`src/rtl/fsc_pkg.sv`:
```
// Shared constants for the flash security control unit: register
// addresses, bit positions and command bytes. Assumes an 8-bit bus.
package fsc_pkg;
    localparam int ADDR_W = 2;
    localparam int DATA_W = 8;

    localparam logic [ADDR_W-1:0] A_FLASH = 2'd0;
    localparam logic [ADDR_W-1:0] A_FUSE  = 2'd1;
    localparam logic [ADDR_W-1:0] A_TRIM  = 2'd2;
    localparam logic [ADDR_W-1:0] A_SEC   = 2'd3;

    localparam int B_PWE  = 0;
    localparam int B_MEE  = 1;
    localparam int B_LOCK = 6;
    localparam int B_PIN  = 5;
    localparam int B_PERM = 7;

    localparam logic [DATA_W-1:0] CMD_BURN   = 8'hA6;
    localparam logic [DATA_W-1:0] FUSE_SECUR = 8'h54;
endpackage

```
`src/rtl/fsc_flash_reg.sv`:
```
// Flash control bits: program-write enable, mass-erase enable and the
// set-only lock. Assumes wr_en is already decoded for this register and
// that the strobes are one-cycle pulses synchronous to clk.
module fsc_flash_reg
    import fsc_pkg::*;
(
    input  logic              clk,
    input  logic              rst_n,
    input  logic              wr_en,
    input  logic [DATA_W-1:0] wdata,
    input  logic              irq_en,
    input  logic              byte_done,
    input  logic              erase_go,
    output logic              pwe,
    output logic              mee,
    output logic              lock
);
    logic pwe_d, mee_d, lock_d;

    // Next state: hardware clears win over software writes.
    always_comb begin
        pwe_d  = pwe;
        mee_d  = mee;
        lock_d = lock;
        if (wr_en) begin
            if (!irq_en) pwe_d = wdata[B_PWE];
            mee_d  = wdata[B_MEE];
            lock_d = lock | wdata[B_LOCK];
        end
        if (byte_done) pwe_d = 1'b0;
        if (erase_go)  mee_d = 1'b0;
    end

    // State registers with synchronous reset.
    always_ff @(posedge clk) begin
        if (!rst_n) begin
            pwe  <= 1'b0;
            mee  <= 1'b0;
            lock <= 1'b0;
        end else begin
            pwe  <= pwe_d;
            mee  <= mee_d;
            lock <= lock_d;
        end
    end


    pwe_irq_hold_chk: assert property (@(posedge clk) disable iff (!rst_n)
        (wr_en && irq_en && !byte_done) |=> (pwe == $past(pwe)));

    pwe_self_clear_chk: assert property (@(posedge clk) disable iff (!rst_n)
        byte_done |=> !pwe);

    mee_consume_chk: assert property (@(posedge clk) disable iff (!rst_n)
        erase_go |=> !mee);

    lock_sticky_chk: assert property (@(posedge clk) disable iff (!rst_n)
        !$fell(lock));
endmodule

```
`src/rtl/fsc_fuse_ctl.sv`:
```
// Fuse select, trim/burn command and permanent-programming enable.
// The burn command arms on the exact command byte; the output is gated
// by the fuse select value and the enable. Assumes decoded write strobes.
module fsc_fuse_ctl
    import fsc_pkg::*;
(
    input  logic              clk,
    input  logic              rst_n,
    input  logic              fuse_wr,
    input  logic              trim_wr,
    input  logic              sec_wr,
    input  logic [DATA_W-1:0] wdata,
    output logic [DATA_W-1:0] fuse_val,
    output logic [DATA_W-1:0] trim_val,
    output logic              perm_en,
    output logic              burn
);
    logic armed;

    // Register file for the three software-visible fields.
    always_ff @(posedge clk) begin
        if (!rst_n) begin
            fuse_val <= '0;
            trim_val <= '0;
            perm_en  <= 1'b0;
        end else begin
            if (fuse_wr) fuse_val <= wdata;
            if (trim_wr) trim_val <= wdata;
            if (sec_wr)  perm_en  <= wdata[B_PERM];
        end
    end

    // Burn arm: each trim write re-decides it from the command byte.
    always_ff @(posedge clk) begin
        if (!rst_n)       armed <= 1'b0;
        else if (trim_wr) armed <= (wdata == CMD_BURN);
    end

    // Burn output qualified by the selected fuse and the enable.
    always_comb burn = armed && (fuse_val == FUSE_SECUR) && perm_en;


    burn_qualified_chk: assert property (@(posedge clk) disable iff (!rst_n)
        burn |-> (trim_val == CMD_BURN));

    burn_stop_chk: assert property (@(posedge clk) disable iff (!rst_n)
        (trim_wr && wdata != CMD_BURN) |=> !burn);
endmodule

```
`src/rtl/fsc_pin_sync.sv`:
```
// Multi-flop synchronizer for the security strap pin. Assumes the pin
// is slow and quasi-static; STAGES must be at least 2.
module fsc_pin_sync #(
    parameter int STAGES = 2
) (
    input  logic clk,
    input  logic rst_n,
    input  logic pin_raw,
    output logic pin_sync
);
    logic [STAGES-1:0] chain;

    // Shift the raw pin through the flop chain.
    always_ff @(posedge clk) begin
        if (!rst_n) chain <= '0;
        else        chain <= {chain[STAGES-2:0], pin_raw};
    end

    always_comb pin_sync = chain[STAGES-1];


    sync_step_chk: assert property (@(posedge clk) disable iff (!rst_n)
        chain[1] == $past(chain[0]));
endmodule

```
`src/rtl/flash_sec_ctl.sv`:
```
// Top of the flash security control unit: decodes the register bus,
// instantiates the flash bits, the fuse control and the pin synchronizer
// and assembles read data. Assumes a single-cycle bus with no wait states.
module flash_sec_ctl
    import fsc_pkg::*;
#(
    parameter int SYNC_STAGES = 2
) (
    input  logic              clk,
    input  logic              rst_n,
    input  logic [ADDR_W-1:0] bus_addr,
    input  logic              bus_we,
    input  logic [DATA_W-1:0] bus_wdata,
    output logic [DATA_W-1:0] bus_rdata,
    input  logic              irq_glob_en,
    input  logic              flash_byte_done,
    input  logic              erase_start,
    input  logic              sec_pin,
    output logic              xdata_to_flash,
    output logic              mass_erase_arm,
    output logic              read_lock,
    output logic              fuse_burn
);
    localparam int NREG = 1 << ADDR_W;

    logic [NREG-1:0]   wr_sel;
    logic              pwe, mee, lock, perm_en, pin_s;
    logic [DATA_W-1:0] fuse_val, trim_val;
    logic [DATA_W-1:0] flash_rd, sec_rd;

    // One write strobe per register.
    for (genvar g = 0; g < NREG; g++) begin : g_dec
        assign wr_sel[g] = bus_we && (bus_addr == ADDR_W'(g));
    end

    fsc_flash_reg i_flash (
        .clk      (clk),
        .rst_n    (rst_n),
        .wr_en    (wr_sel[A_FLASH]),
        .wdata    (bus_wdata),
        .irq_en   (irq_glob_en),
        .byte_done(flash_byte_done),
        .erase_go (erase_start),
        .pwe      (pwe),
        .mee      (mee),
        .lock     (lock)
    );

    fsc_fuse_ctl i_fuse (
        .clk     (clk),
        .rst_n   (rst_n),
        .fuse_wr (wr_sel[A_FUSE]),
        .trim_wr (wr_sel[A_TRIM]),
        .sec_wr  (wr_sel[A_SEC]),
        .wdata   (bus_wdata),
        .fuse_val(fuse_val),
        .trim_val(trim_val),
        .perm_en (perm_en),
        .burn    (fuse_burn)
    );

    fsc_pin_sync #(.STAGES(SYNC_STAGES)) i_sync (
        .clk     (clk),
        .rst_n   (rst_n),
        .pin_raw (sec_pin),
        .pin_sync(pin_s)
    );

    // Assemble sparse read words.
    always_comb begin
        flash_rd         = '0;
        flash_rd[B_PWE]  = pwe;
        flash_rd[B_MEE]  = mee;
        flash_rd[B_LOCK] = lock;
        sec_rd           = '0;
        sec_rd[B_PERM]   = perm_en;
        sec_rd[B_PIN]    = pin_s;
    end

    // Read multiplexer.
    always_comb begin
        unique case (bus_addr)
            A_FLASH: bus_rdata = flash_rd;
            A_FUSE:  bus_rdata = fuse_val;
            A_TRIM:  bus_rdata = trim_val;
            default: bus_rdata = sec_rd;
        endcase
    end

    assign xdata_to_flash = pwe;
    assign mass_erase_arm = mee;
    assign read_lock      = lock;


    burn_gate_chk: assert property (@(posedge clk) disable iff (!rst_n)
        fuse_burn |-> (fuse_val == FUSE_SECUR && perm_en));
endmodule

```
`config.mk`:
```
export PLATFORM = sky130hd
export DESIGN_NAME = flash_sec_ctl
export DESIGN_NICKNAME = d
export VERILOG_FILES = /design/src/rtl/fsc_pkg.sv /design/src/rtl/fsc_flash_reg.sv /design/src/rtl/fsc_fuse_ctl.sv /design/src/rtl/fsc_pin_sync.sv /design/src/rtl/flash_sec_ctl.sv
export SDC_FILE = /design/constraint.sdc
export NUM_CORES = 1
export LEC_CHECK = 0
export CORE_MARGIN = 10
export CORE_UTILIZATION = 30
export DETAILED_ROUTE_END_ITERATION = 16
export HOLD_SLACK_MARGIN = 0.1
export SETUP_SLACK_MARGIN = 0.1
export SLEW_MARGIN = 20
export SYNTH_ARGS = -nofsm -noshare
export SYNTH_HDL_FRONTEND = slang
export SYNTH_HIERARCHICAL = 1
export SYNTH_SLANG_ARGS = --single-unit
```
`constraint.sdc`:
```
create_clock -name clk -period 1.6 [get_ports clk]
set_input_delay 0.48 -clock clk [delete_from_list [all_inputs] [get_ports clk]]
set_output_delay 0.48 -clock clk [all_outputs]
set_load 0.005 [all_outputs]
```
==> impl_metrics.csv, run 1 <==
group,metric,value,unit
outcome,status,"complete, but fails checks",
outcome,violations,"negative setup slack",
critical_path,crit_path_end_kind,"output port",
die,start_util,31.8,%
layout,seqCellArea,470,um2
logic_synthesis,synth-seq-cells,23,
timing,skew,0.0000681,ns
critical_path,r2r-end,"i_fuse/fuse_val[1]",
cts,clock_latency,0.26,ns
logic_synthesis,synth_area_per_cell,10.9,um2
timing,grt_setup_unrepaired,"true",
die,die_h,80.4,um
critical_path,crit_arrival,1.28,ns
cts,cts_max_level,1,
logic_synthesis,netlist_top_cells_area,"dfxtp_1 42%, mux2i_1 20%, nor2b_1 10%, a22o_1 4.0%, nor2b_4 2.5%",
timing,maxSlewViolCount,0,
timing,post-route-period-util,110,%
drt,drtAntennaViolNets,0,
flow_run,cap_viol_max_count,0,
critical_path,reg2reg_from,"i_fuse/fuse_val[1]",
critical_path,start_kind,"input port",
layout,area_growth,63.0,%
die,ios,29,
critical_path,endpoint,"bus_rdata[0]",
layout,diodes,0,
timing,timing.final.ws_setup,-0.161,ns
placement,dp_hpwl,2.26,mm
global_routing,grt_overflow,0,
placement,finalWeightedCongestion,0.758,
cts,clock_path_buffers,2,
global_routing,grt_max_degree,25,
drt,postRouteWirelength,3.08,mm
logic_synthesis,ys.flop_type,"dfxtp_1",
logic_synthesis,netlist_top_cells_count,"23 x dfxtp_1, 22 x mux2i_1, 18 x nor2b_1",
drt,drc,0,
timing,whs,0.438,ns
critical_path,cp_slowest_cell,"mux2i_4",
logic_synthesis,synth.net_count,118,
layout,nFillCells,323,
logic_synthesis,synth_top_area_share,42.0,%
cts,hold_buffers,0,
logic_synthesis,ys_seq_area_share,42.0,%
cts,clock-sinks,23,
critical_path,r2r_cells,4,
power,p_per_area,665,nW/um2
critical_path,cp-startpoint,"bus_addr[1]",
cts,root_buffer,"clkbuf_8",
hold_path,min_path_type,"reg2reg",
drt,drt_iter0_drc,47,
logic_synthesis,synth_cell_type_count,26,
timing,fmax,568,MHz
logic_synthesis,async_flop_share,0,%
power,p_total,1190,uW
global_routing,grt_pass1_wl,4.99,mm
power,vdd_drop_max,0.299,mV
placement,io_buffers,28,
critical_path,worst_ep_required_time,1.12,ns
global_routing,grt_usage,9.75,%
layout,final_util,51.9,%
timing,hold_violations,0,
drt,first_pass_iters,4,
drt,vias_per_cell,4.72,
timing,setup_viol,9,
global_routing,grt_pass1_vias,1038,
logic_synthesis,yosysWarnings,6,
die,fp-row-count,21,
die,fp.coreArea,3440,um2
cts,cts_tree,"done",
cts,clk_pin_slew,0.08,ns
layout,final_layout_size_suffix_gt1_share,43.3,%
drt,vias,959,
logic_synthesis,yosysTopAreaCell,"dfxtp_1",
critical_path,path_cells,"buf_12, buf_12, buf_6, mux2i_4, o2bb2ai_2, buf_2",
critical_path,crit_fanout,6,
layout,multiInputGateArea,681,um2
power,power_leakage,0.000724,uW
timing,tightestPinTransition,0.174,ns
logic_synthesis,syn_inst,101,
critical_path,reg2reg_slack,0.74,ns
layout,fin_nets,175,
logic_synthesis,synth_edf_count,0,
timing,maxSlewHeadroom,88.1,%
logic_synthesis,syn-cell-area,1100,um2
critical_path,path_common_cell,"buf_12",
drt,wire_per_inst,15.2,um
critical_path,max_stage_delay,0.17,ns
logic_synthesis,synth_most_common_cell,"dfxtp_1",
die,die-width,80.4,um
global_routing,antenna_found_initial,0,
cts,cts_inserted_buffers,3,
critical_path,path_class,"in2out",
die,die-area,6470,um2
timing,fin_crit,1.76,ns
logic make-up (layout without fill, tap and decap cells):
family          Yosys count  count (layout)  synth area share, %
simple gates             39              39                 25.2
buf+inv                   5              61                 2.97
flops                    23              23                 42.0
mux                      24              24                 22.5
compound gates           10              10                 7.31
cell usage in the layout (no fill, tap or decap), drive strengths merged:
cell type / count
clkbuf: 3
o2bb2ai: 3
nor2: 2
mux2: 2
and2b: 1
a22o: 5
dfxtp: 23
nand3b: 2
and4bb: 2
nand2: 2
o21ai: 1
clkinv: 1
nor4: 1
clkdlybuf4s50: 13
nor3b: 3
a21oi: 1
mux2i: 22
buf: 40
nor2b: 20
dlygate4sd2: 4
and3b: 1
and3: 1
and2: 2
nand3: 2
worst max-delay path, delay by kind of cell:
kind                   cells  cell delay [ns]
AO/OA/AOI/OAI              1             0.13
buffers and inverters      4             0.49
multiplexers               1             0.17
flip-flops by register name, summed over array words and instances (netlist names):
signal	cells
i_fuse/fuse_val	8
i_fuse/trim_val	8
i_sync/chain	2
i_flash/lock	1
i_flash/mee	1
i_flash/pwe	1
i_fuse/armed	1
i_fuse/perm_en	1
final cells by class:
class / instances / share of cell area, %
multi-input combinational: 73 / 38.1
clock inverter: 1 / 0.280
sequential: 23 / 26.3
clock buffer: 3 / 2.31
timing repair buffer: 57 / 29.8
tap: 46 / 3.22
per-layer routing:
metal,share of wire [%],up-vias,track usage [%],routed length (um)
li1,-,473,-,-
met1,41,465,10.5,1260
met3,4.7,4,2.23,146
met2,53,17,17.7,1620
met4,1.7,0,4.23,51
met5,0,-,0,0
worst min-delay path by stage:
stage	startpoint	end	slack [ns]	cells past startpoint
3_5_place_dp	i_sync/chain[0]	i_sync/chain[1]	0.42	1
3_3_place_gp	i_sync/chain[0]	i_sync/chain[1]	0.42	1
2_1_floorplan	i_sync/chain[0]	i_sync/chain[1]	0.41	1
5_1_grt	i_sync/chain[0]	i_sync/chain[1]	0.45	1
4_1_cts	i_sync/chain[0]	i_sync/chain[1]	0.44	1
6_report	i_sync/chain[0]	i_sync/chain[1]	0.44	1
stage by stage:
stage / setup TNS, ns / setup slack, ns / std cells / instance area (um2)
2_1_floorplan: 0 / 0.0514 / 101 / 1100
3_3_place_gp: -15.18 / -0.966 / 191 / 1600
3_5_place_dp: -15.60 / -0.987 / 191 / 1600
4_1_cts: -1.00 / -0.183 / 202 / 1750
5_1_grt: -1.47 / -0.238 / 203 / 1790
6_report: -1.13 / -0.161 / 203 / 1790
report_power, final:
| part | switching (uW) | internal, uW | leakage, uW | total [uW] |
|---|---|---|---|---|
| clock | 181 | 174 | 0.0000255 | 355 |
| sequential | 10.7 | 591 | 0.000191 | 602 |
| combinational | 86.6 | 145 | 0.000508 | 232 |
repair_timing:
item,4_1_cts,5_1_grt
pin swaps,7,2
setup buffers,7,1
resized for setup,74,8
setup endpoints to repair,32,9
hold endpoints to repair,0,0
No activity file was read; power rests on OpenSTA's default activity.
==> inputs of run 2 (changes only) <==
Settings changed: CAP_MARGIN from default to 5.
==> results of run 2 <==
Final layout, timing and power as in run 1 (identical DEF).
